===== src/rtl/eaw_pkg.sv =====
package eaw_pkg;
  typedef enum logic [1:0] {
    REG_NONE  = 2'd0,
    REG_EA    = 2'd1,
    REG_BLIND = 2'd2,
    REG_RX    = 2'd3
  } region_t;
endpackage


===== src/rtl/eaw_cycle_counter.sv =====
module eaw_cycle_counter #(
  parameter int CNT_MAX     = 4000,
  parameter int CNT_W       = 12,
  parameter int SAMPLE_PER  = 46,
  parameter int LO_EA_START = 200
) (
  input  logic             clk,
  input  logic             rst_n,
  input  logic             card_clk_en,
  input  logic             rst_line,
  output logic [CNT_W-1:0] cnt,
  output logic             phase_hi,
  output logic             restart,
  output logic             falling,
  output logic             samp_tick
);
  localparam int SW = (SAMPLE_PER > 1) ? $clog2(SAMPLE_PER) : 1;
  localparam logic [CNT_W-1:0] CNT_MAX_C   = CNT_W'(CNT_MAX);
  localparam logic [CNT_W-1:0] LO_PRE_C    = CNT_W'(LO_EA_START - 1);
  localparam logic [SW-1:0]    SAMP_LAST_C = SW'(SAMPLE_PER - 1);

  logic          rst_q;
  logic [SW-1:0] samp;

  assign restart   = rst_line ^ rst_q;
  assign falling   = rst_q & ~rst_line;
  assign phase_hi  = rst_q;
  assign samp_tick = (samp == '0);

  always_ff @(posedge clk or negedge rst_n) begin
    if (!rst_n) begin
      rst_q <= 1'b0;
      cnt   <= '0;
      samp  <= '0;
    end else begin
      rst_q <= rst_line;
      if (restart) begin
        cnt  <= '0;
        samp <= '0;
      end else if (card_clk_en) begin
        if (cnt != CNT_MAX_C) cnt <= cnt + 1'b1;
        // low phase: realign sampling grid so that the window start is a point
        if (!rst_q && cnt == LO_PRE_C) samp <= '0;
        else if (samp == SAMP_LAST_C)  samp <= '0;
        else                           samp <= samp + 1'b1;
      end
    end
  end
endmodule


===== src/rtl/eaw_window_decode.sv =====
module eaw_window_decode
  import eaw_pkg::*;
#(
  parameter int CNT_W       = 12,
  parameter int LO_EA_START = 200,
  parameter int EA_END      = 368,
  parameter int BLIND       = 32,
  parameter int LO_RX_END   = 400,
  parameter int HI_RX_END   = 4000
) (
  input  logic [CNT_W-1:0] cnt,
  input  logic             phase_hi,
  output region_t          region
);
  localparam logic [CNT_W-1:0] LO_EA_C  = CNT_W'(LO_EA_START);
  localparam logic [CNT_W-1:0] BLIND_C  = CNT_W'(EA_END - BLIND);
  localparam logic [CNT_W-1:0] EA_END_C = CNT_W'(EA_END);
  localparam logic [CNT_W-1:0] LO_RX_C  = CNT_W'(LO_RX_END);
  localparam logic [CNT_W-1:0] HI_RX_C  = CNT_W'(HI_RX_END);

  logic [CNT_W-1:0] rx_end;
  logic             before_ea;

  assign rx_end    = phase_hi ? HI_RX_C : LO_RX_C;
  assign before_ea = !phase_hi && (cnt < LO_EA_C);

  always_comb begin
    if (before_ea)           region = REG_NONE;
    else if (cnt < BLIND_C)  region = REG_EA;
    else if (cnt < EA_END_C) region = REG_BLIND;
    else if (cnt < rx_end)   region = REG_RX;
    else                     region = REG_NONE;
  end
endmodule


===== src/rtl/eaw_status.sv =====
module eaw_status
  import eaw_pkg::*;
(
  input  logic    clk,
  input  logic    rst_n,
  input  logic    card_clk_en,
  input  logic    restart,
  input  logic    falling,
  input  logic    clr,
  input  logic    io_in,
  input  logic    samp_tick,
  input  region_t region,
  output logic    ea_q,
  output logic    rx_q
);
  logic armed;
  logic hit_ea;
  logic hit_rx;
  logic detect;

  assign hit_ea = (region == REG_EA) && samp_tick;
  assign hit_rx = (region == REG_RX);
  assign detect = card_clk_en && !restart && armed && !io_in && (hit_ea || hit_rx);

  always_ff @(posedge clk or negedge rst_n) begin
    if (!rst_n) begin
      armed <= 1'b1;
      ea_q  <= 1'b0;
      rx_q  <= 1'b0;
    end else begin
      rx_q <= detect;
      if (restart)     armed <= 1'b1;
      else if (detect) armed <= 1'b0;
      if (detect && hit_ea)    ea_q <= 1'b1;
      else if (clr || falling) ea_q <= 1'b0;
    end
  end
endmodule


===== src/rtl/sc_early_answer_det.sv =====
module sc_early_answer_det
  import eaw_pkg::*;
#(
  parameter int LO_EA_START = 200,
  parameter int EA_END      = 368,
  parameter int BLIND       = 32,
  parameter int LO_RX_END   = 400,
  parameter int HI_RX_END   = 4000,
  parameter int SAMPLE_PER  = 46
) (
  input  logic clk,
  input  logic rst_n,
  input  logic card_clk_en,
  input  logic rst_line,
  input  logic io_in,
  input  logic clr,
  output logic ea_status,
  output logic irq,
  output logic char_rx
);
  localparam int CNT_W = $clog2(HI_RX_END + 1);

  logic [CNT_W-1:0] cnt_w;
  logic             phase_hi;
  logic             restart;
  logic             falling;
  logic             samp_tick;
  region_t          region;

  eaw_cycle_counter #(
    .CNT_MAX(HI_RX_END), .CNT_W(CNT_W),
    .SAMPLE_PER(SAMPLE_PER), .LO_EA_START(LO_EA_START)
  ) u_cnt (
    .clk(clk), .rst_n(rst_n), .card_clk_en(card_clk_en), .rst_line(rst_line),
    .cnt(cnt_w), .phase_hi(phase_hi), .restart(restart), .falling(falling),
    .samp_tick(samp_tick)
  );

  eaw_window_decode #(
    .CNT_W(CNT_W), .LO_EA_START(LO_EA_START), .EA_END(EA_END),
    .BLIND(BLIND), .LO_RX_END(LO_RX_END), .HI_RX_END(HI_RX_END)
  ) u_dec (
    .cnt(cnt_w), .phase_hi(phase_hi), .region(region)
  );

  eaw_status u_stat (
    .clk(clk), .rst_n(rst_n), .card_clk_en(card_clk_en), .restart(restart),
    .falling(falling), .clr(clr), .io_in(io_in), .samp_tick(samp_tick),
    .region(region), .ea_q(ea_status), .rx_q(char_rx)
  );

  assign irq = ea_status;
endmodule


===== config.mk =====
export PLATFORM = sky130hd
export DESIGN_NAME = sc_early_answer_det
export DESIGN_NICKNAME = d
export VERILOG_FILES = /design/src/rtl/eaw_pkg.sv /design/src/rtl/eaw_cycle_counter.sv /design/src/rtl/eaw_window_decode.sv /design/src/rtl/eaw_status.sv /design/src/rtl/sc_early_answer_det.sv
export SDC_FILE = /design/constraint.sdc
export NUM_CORES = 1
export LEC_CHECK = 0
export ABC_AREA = 0
export ABC_CLOCK_PERIOD_IN_PS = 2400
export CAP_MARGIN = 20
export CORE_UTILIZATION = 45
export CTS_CLUSTER_SIZE = 10
export DETAILED_ROUTE_END_ITERATION = 10
export PLACE_DENSITY = 0.63
export SLEW_MARGIN = 20
export SYNTH_ARGS = -nofsm -noshare
export SYNTH_HDL_FRONTEND = slang
export SYNTH_SLANG_ARGS = --single-unit

===== constraint.sdc =====
create_clock -name clk -period 2.4 [get_ports clk]
set_clock_uncertainty 0.2 [all_clocks]
set_input_delay 0.36 -clock clk [delete_from_list [all_inputs] [get_ports clk]]
set_output_delay 0.36 -clock clk [all_outputs]
set_load 0.01 [all_outputs]

Yosys cells after proc, flatten, opt, wreduce, memory -nomap -nowiden --
Index checks and enable logic that the tools add are counted.
Storage, ports and cells: bits in registers 22
Operators by class: add/sub/neg operators 2, magnitude comparators 4, equal/unequal tests 5, mux-type cells 16, bitwise gates (word level) 3, reduce and logical (&&, ||, !) cells 19
Operators by type and width (number):
- 12-bit 2-to-1 mux | 4
- 12-bit by 9-bit less-than comparator with 1-bit output (second input constant) | 2
- 6-bit 2-to-1 mux | 4
- 12-bit by 1-bit adder with 12-bit output (second input constant) | 1
- 12-bit by 8-bit equality test with 1-bit output (second input constant) | 1
- 12-bit less-than comparator | 1
- 12-bit by 8-bit less-than comparator with 1-bit output (second input constant) | 1
- 12-bit inequality test (second input constant) | 1
- 1-bit logical AND | 8
- 2-bit 2-to-1 mux | 4
- 2-bit nonzero test | 4
- 6-bit by 1-bit adder with 6-bit output (second input constant) | 1
- 6-bit equality test (second input constant) | 1
- 6-bit zero test | 1
- 1-bit 2-to-1 mux | 4
- 1-bit zero test | 3
- 2-bit by 1-bit equality test with 1-bit output (second input constant) | 1
- 2-bit equality test (second input constant) | 1
- 1-bit logical OR | 2
- 2-bit AND reduction | 1
- 1-bit bitwise AND | 1
- 1-bit NOT | 1
- 1-bit XOR | 1

Depth between registers and ports, before layout --
Gate-level depths: netlist of the first run.
word-level depth 12, depth in mapped cells 6, depth with buffers taken out 6

By module --
From an unflattened synthesis of the first run, not the netlist that was laid out.
Second synthesis, totals: cell total of the unflattened synthesis 155, area, all modules 1420.1 µm²
Modules (own cells, without submodules):
- eaw_cycle_counter | times used 1, cells each 120, area each 1119.8 µm²
- eaw_window_decode | times used 1, cells each 23, area each 158.9 µm²
- eaw_status | times used 1, cells each 11, area each 133.9 µm²
- sc_early_answer_det | times used 1, cells each 1, area each 7.5 µm²

Least setup slack after synthesis of the first run --
Ideal clock, no wire load.
kind input to register, start input port rst_line, end register u_cnt.cnt[10], setup time 78 ps, arrival time 1758 ps, data required time 2122 ps, setup slack 364 ps, cell stages on the path 6, path through inv_1 > ha_1 > or2b_1 > nand4_2 > or4_1 > a21oi_1
On the way: cells in the longest elaborated chain, start to end 3, elaborated cells on any way between the ends 5
Ends and longest elaborated chain:
- start, declared | RTL line sc_early_answer_det.sv:14 | input logic rst_line,
- 1-bit XOR (*) | RTL line eaw_cycle_counter.sv:25 | assign restart = rst_line ^ rst_q;
- 2-bit nonzero test (no line)
- 2-bit AND reduction (no line)
- end signal, assigned | RTL line eaw_cycle_counter.sv:41 | if (cnt != CNT_MAX_C) cnt <= cnt + 1'b1;
- end, declared | RTL line eaw_cycle_counter.sv:11 | output logic [CNT_W-1:0] cnt,
Every way passes the cells marked *; elsewhere a longest branch is shown, timed or not. A chain may end at the register's enable or synchronous reset.

Worst setup path after layout of the first run --
Ends and elaborated chain as after synthesis.

==> run_results.csv, run 1 <==
group,metric,value,unit
drt,vias,1120,
clocking,cts_sinks,22,
critical_path,crit_slowest_cell,"or4_1",
clocking,numCtsBuffers,3,
sta,setup_viol,0,
final_layout,final-instance-count-excl-fill,202,
drt,post-route-drc-count,0,
yosys,synth_warnings,0,
yosys,yosysMostFrequentCell,"dfrtp_1",
sta,finalCriticalPeriod,2.14,ns
final_layout,drive_above_1_share,18.4,%
yosys,synth-main-ff-cell,"dfrtp_1",
final_layout,area_growth,14.2,%
drt,drtIter0Drc,45,
final_layout,nets,175,
run_status,status,"finished clean",
global_routing,grt_pass1_vias,1187,
critical_path,worstRegToRegCells,4,
floorplan,initial_core_util,46.9,%
critical_path,startpoint_type,"input port",
clocking,cts_tree,"built",
sta,slew_viol_final,0,
critical_path,critPathMaxStageDelay,0.48,ns
global_routing,grt_pass1_wl,5330,um
clocking,cts_hold_buffers,0,
floorplan,die-area,3380,um^2
floorplan,core,3030,um^2
final_layout,antennaDiodeCount,0,
run,max-cap-violations,0,
yosys,seq_area_frac_synth,38.9,%
yosys,ys_top_cells_by_area,"dfrtp_1 37%, ha_1 8.8%, nand2_1 2.6%, a21oi_1 2.5%, nand3_1 2.5%",
critical_path,path_cells,"clkdlybuf4s50_1, inv_1, ha_1, or2b_1, nand4_2, or4_1, a21oi_1",
min_path,hp-class,"in -> async",
place,dp_slack,-0.0640,ns
floorplan,die_h,58.2,um
sta,fin_crit_sh,89.0,%
floorplan,ios,9,
sta,final.setup.worst_slack,0.265,ns
pwr,power.total,0.750,mW
global_routing,grt_max_degree,23,
yosys,synth_edf_count,0,
sta,timing.fmax,468,MHz
yosys,synth_seq_cells,22,
drt,routed_wl,2970,um
place,portBuffers,8,
place,placedCellCount,198,
drt,ant_nets,0,
place,dp_hpwl,2280,um
yosys,ys_types,47,
yosys,synth_top_area_share,37.0,%
sta,rsz0062_at_grt,"no",
sta,maxSlewHeadroom,69.5,%
critical_path,path_max_fanout,4,
final_layout,fill_cells,283,
clocking,htreeDepth,1,
yosys,synthCells,142,
sta,hold_viol_final,0,
pwr,ir_worst_vdd,311,uV
pwr,p_leak,0.710,nW
yosys,syn_area_per_cell,9.99,um^2
critical_path,cp-end-kind,"flip-flop",
clocking,cts_buffer_depth,2,
critical_path,critical_path_arrival,2.18,ns
global_routing,track_usage,20.5,%
clocking,clkTransAtPathRegs,0.13,ns
yosys,synth_common_cells,"21 x dfrtp_1, 10 x ha_1, 10 x nand2_1",
floorplan,fp.dieW,58.2,um
sta,tns,0,ns
floorplan,num_rows,20,
drt,wl_per_cell,14.7,um
yosys,syn-num-nets,158,
clocking,post_cts_resize_count,0,
drt,drt_first_pass_iters,4,
clocking,cts_root_buf,"clkbuf_4",
global_routing,antenna_found_initial,0,
global_routing,grt_overflow,0,
yosys,async_reset_ff_share,100,%
sta,worstMarginPinSlew,0.457,ns
yosys,mappedNetlistArea,1420,um^2
yosys,synth.largest_area_cell,"dfrtp_1",
critical_path,required,2.44,ns
clocking,clk_latency,0.31,ns
critical_path,path_class,"in -> reg",
clocking,postCtsSetupBuffers,0,
place,place.gp.congestion,0.775,
pwr,p_per_area,463,nW/um^2
drt,vias_per_cell,5.54,
-- path summary, 6_finish.rpt --
path                              startpoint              to  slack [ns]
worst max-delay path                rst_line   u_cnt.cnt[10]        0.26
worst min-delay path                   rst_n    u_cnt.cnt[5]        0.18
worst max register to register  u_cnt.cnt[9]   u_cnt.samp[0]        0.37
worst min register to register   u_stat.ea_q     u_stat.ea_q        0.33
max in group asynchronous              rst_n    u_stat.armed        1.53
min in group clk                    rst_line  u_cnt.phase_hi        0.31
-- logic make-up after synthesis --
family	count (synthesis)	synth area share, %
AOI/OAI and AO/OA	37	19.6
xor gates and xnor gates	6	3.70
adders and majority gates	10	8.82
buffers and inverters	13	4.76
DFF	22	38.9
muxes	1	1.06
and+or+nand+nor	53	23.2
-- placed cells by master (no fill, tap or decap), types with 2 or more instances in the layout --
cell             synthesis  final
a21o_1                   3      3
nand4_1                  4      4
or3_4                    2      2
clkbuf_4                 0      3
or2_2                    2      2
o21ai_0                  6      6
inv_1                    8      8
clkdlybuf4s50_1          0      8
o31ai_1                  2      2
and3_1                   2      2
or3_1                    4      4
a22o_2                   2      2
nand4b_1                 3      3
buf_4                    1      9
nand3_1                  7      7
or4_1                    2      2
xnor2_1                  2      2
dfrtp_1                 21     21
a21oi_1                  7      7
nand2_1                 10     10
ha_1                    10     10
o311ai_2                 2      2
a211oi_1                 2      2
nor2_1                   9      9
xor2_1                   4      4
a22o_1                   2      2
-- per-layer routing --
layer	GRT usage [%]	up-vias	routed length (um)
li1	-	557	-
met1	24.6	545	1360
met2	36.1	12	1510
met3	3.57	6	53
met4	8.16	0	40
met5	0	-	0
-- flip-flops by register name (all words and copies together) (netlist names) --
name,flops
u_stat.rx_q,1
u_stat.ea_q,1
u_cnt.samp,6
u_stat.armed,1
u_cnt.cnt,12
u_cnt.phase_hi,1
-- critical path: cells and delay by family --
family                     cells  cell delay, ns
AOI/OAI and AO/OA              1            0.15
buffers and inverters          2            0.52
and+or+nand+nor                3            0.85
adders and majority gates      1            0.30
-- through the flow --
step	hold WS, ns	utilization, %	area (um^2)
6_report	0.182	53.5	1620
3_3_place_gp	0.295	52.3	1580
4_1_cts	0.184	53.5	1620
3_5_place_dp	0.323	52.3	1580
2_1_floorplan	-0.136	-	1420
5_1_grt	0.214	53.5	1620
-- final cells by class --
| class | instances | area (um^2) | area share [%] |
|---|---|---|---|
| clock buffer | 4 | 36.3 | 2.24 |
| inverter | 8 | 30.0 | 1.85 |
| multi-input combinational | 107 | 800 | 49.3 |
| sequential | 22 | 552 | 34.1 |
| tap | 44 | 55.1 | 3.40 |
| timing repair buffer | 17 | 148 | 9.11 |
-- report_power, final --
group          internal [mW]  leakage [nW]  switching, mW  total [mW]
Clock                 0.0925        0.0210          0.114       0.206
Combinational         0.0644         0.391         0.0639       0.128
Sequential             0.390         0.298         0.0257       0.416
No activity file was read; power rests on OpenSTA's default activity.
==> inputs of run 2 (changes only) <==
- PLACE_DENSITY: 0.63 -> 0.73
- SLEW_MARGIN: 20 -> not set
==> run 2 against run 1 <==
Net effect: via count rose by 3.9%; die area did not move; combinational power is essentially flat; first-iteration DRC count rose by 42%; global-route usage shrank 0.61 points; count of clock-buffer cells in the layout did not move; core utilization increased by 0.17 points; fmax decreased by 1.1%; register-to-register slack got worse by 0.02 ns.
==> run_results.csv, run 2 (synthesized netlist as in run 1, its figures left out) <==
group,metric,value,unit
final_layout,final_common_cell,"dfrtp_1",
sta,finalCriticalPeriod,2.16,ns
final_layout,area_growth,14.6,%
min_path,hp-class,"in -> async",
critical_path,critPathTopFamily,"simple AND/OR/NAND/NOR gates",
floorplan,initial_core_util,46.9,%
global_routing,grt_busiest_layer,"met2",
clocking,numCtsBuffers,3,
final_layout,final_area,1630,um^2
pwr,switching_power,0.210,mW
clocking,clkTransAtPathRegs,0.13,ns
critical_path,path_max_fanout,4,
floorplan,die_h,58.2,um
floorplan,ios,9,
critical_path,startpoint_type,"input port",
place,dp_slack,-0.0990,ns
pwr,ir_worst_vdd,249,uV
global_routing,track_usage,19.9,%
pwr,power.internal,0.521,mW
pwr,p_per_area,450,nW/um^2
final_layout,max_flop_register,"u_cnt.cnt",
clocking,cts_sinks,22,
sta,fin_crit_sh,89.9,%
floorplan,fp.dieW,58.2,um
drt,wl_per_cell,14.6,um
sta,maxSlewHeadroom,73.6,%
place,placedCellCount,200,
clocking,clk_latency,0.33,ns
place,portBuffers,8,
run,max-cap-violations,0,
critical_path,path_cells,"clkdlybuf4s50_1, inv_1, ha_1, or2b_1, nand4_2, or4_1, a21oi_1",
clocking,cts_tree,"built",
clocking,postCtsSetupBuffers,0,
sta,hold_viol_final,0,
global_routing,grtUsageMet2,32.5,%
sta,worstMarginPinSlew,0.395,ns
clocking,cts_hold_buffers,0,
global_routing,use_met1,24.6,%
sta,setup_viol,0,
critical_path,worst-path-buf-inv,2,
final_layout,fill_cells,271,
final_layout,seqCellArea,552,um^2
pwr,p_leak,0.712,nW
floorplan,num_rows,20,
pwr,seq_power_share,56.7,%
sta,final.setup.worst_slack,0.242,ns
critical_path,cp-end-kind,"flip-flop",
place,place_area,1600,um^2
clocking,cts_buffer_depth,2,
drt,drtIter0Drc,64,
sta,rsz0062_at_grt,"no",
place,place.gp.congestion,0.859,
critical_path,path_class,"in -> reg",
drt,vias_per_cell,5.71,
global_routing,grt_pass1_wl,5090,um
final_layout,drive_above_1_share,18.8,%
global_routing,antenna_found_initial,0,
critical_path,crit_slowest_cell,"or4_1",
run_status,status,"finished clean",
drt,post-route-drc-count,0,
global_routing,grt_overflow,0,
critical_path,required,2.46,ns
global_routing,grt_max_degree,23,
final_layout,final-instance-count-excl-fill,204,
clocking,htreeDepth,1,
floorplan,die-area,3380,um^2
final_layout,reg.largest.list,"u_cnt.cnt: 12 flops, u_cnt.samp: 6 flops",
drt,routed_wl,2990,um
sta,slew_viol_final,0,
floorplan,core,3030,um^2
pwr,comb_power_share,17.7,%
final_layout,largest_register_ffs,12,
final_layout,final_cell_mix,"21 x dfrtp_1, 11 x buf_4, 10 x nand2_1, 10 x ha_1, 9 x nor2_1",
pwr,p_sw_share,28.7,%
place,dp_hpwl,2310,um
drt,drt_first_pass_iters,4,
global_routing,grt_pass1_vias,1141,
global_routing,use_met3,4.91,%
clocking,cts_root_buf,"clkbuf_4",
drt,ant_nets,0,
clocking,post_cts_resize_count,0,
final_layout,nets,177,
sta,timing.fmax,463,MHz
final_layout,antennaDiodeCount,0,
critical_path,critical_path_arrival,2.22,ns
critical_path,critPathMaxStageDelay,0.49,ns
pwr,p_clk_share,25.6,%
drt,vias,1164,
final_layout,multiInputGateArea,800,um^2
[run 2: cell types whose count changed in the layout (fill, tap and decap cells not counted), sizes merged]
cell  change
buf       +2
[run 2: power groups by stage]
stage / sequential, mW / combinational [mW] / clock, mW
finish: 0.415 / 0.130 / 0.187
global route: 0.417 / 0.145 / 0.201
floorplan: 0.415 / 0.0828 / 0
detailed placement: 0.421 / 0.130 / 0
CTS: 0.414 / 0.131 / 0.189
global placement: 0.419 / 0.126 / 0
[run 2: area by class of cell]
class / instances / share of cell area [%]
Clock buffer: 4 / 1.62
Inverter: 8 / 1.85
Multi-Input combinational cell: 107 / 49.2
Sequential cell: 22 / 33.9
Tap cell: 44 / 3.39
Timing Repair Buffer: 19 / 10.0
[run 2: through the flow]
step	hold slack [ns]	util [%]	TNS [ns]	total power, mW
after floorplan	-0.136	-	0	0.498
after global placement	0.285	52.8	-0.0268	0.544
after detailed placement	0.321	52.8	-0.323	0.551
after CTS	0.178	53.7	0	0.734
after global routing	0.192	53.7	0	0.763
final	0.166	53.7	0	0.731
[run 2: layer usage]
layer	share of wire [%]	wire length [um]
met3	3.1	92
met2	50	1490
met5	0	0
met1	46	1370
met4	1.0	31
[run 2: final timing paths]
path	cells after the start	startpoint	endpoint	slack, ns
max	7	rst_line	u_cnt.cnt[10]	0.24
min	2	rst_n	u_cnt.cnt[5]	0.17
max reg2reg	5	u_cnt.phase_hi	u_cnt.cnt[10]	0.35
min reg2reg	2	u_stat.ea_q	u_stat.ea_q	0.34
max in group asynchronous	2	rst_n	u_stat.armed	1.54
min in group clk	1	rst_line	u_cnt.phase_hi	0.28
==> inputs of run 3 (changes only) <==
- SLEW_MARGIN: not set -> 20
==> results of run 3 <==
Final layout, timing and power as in run 2 (identical DEF).
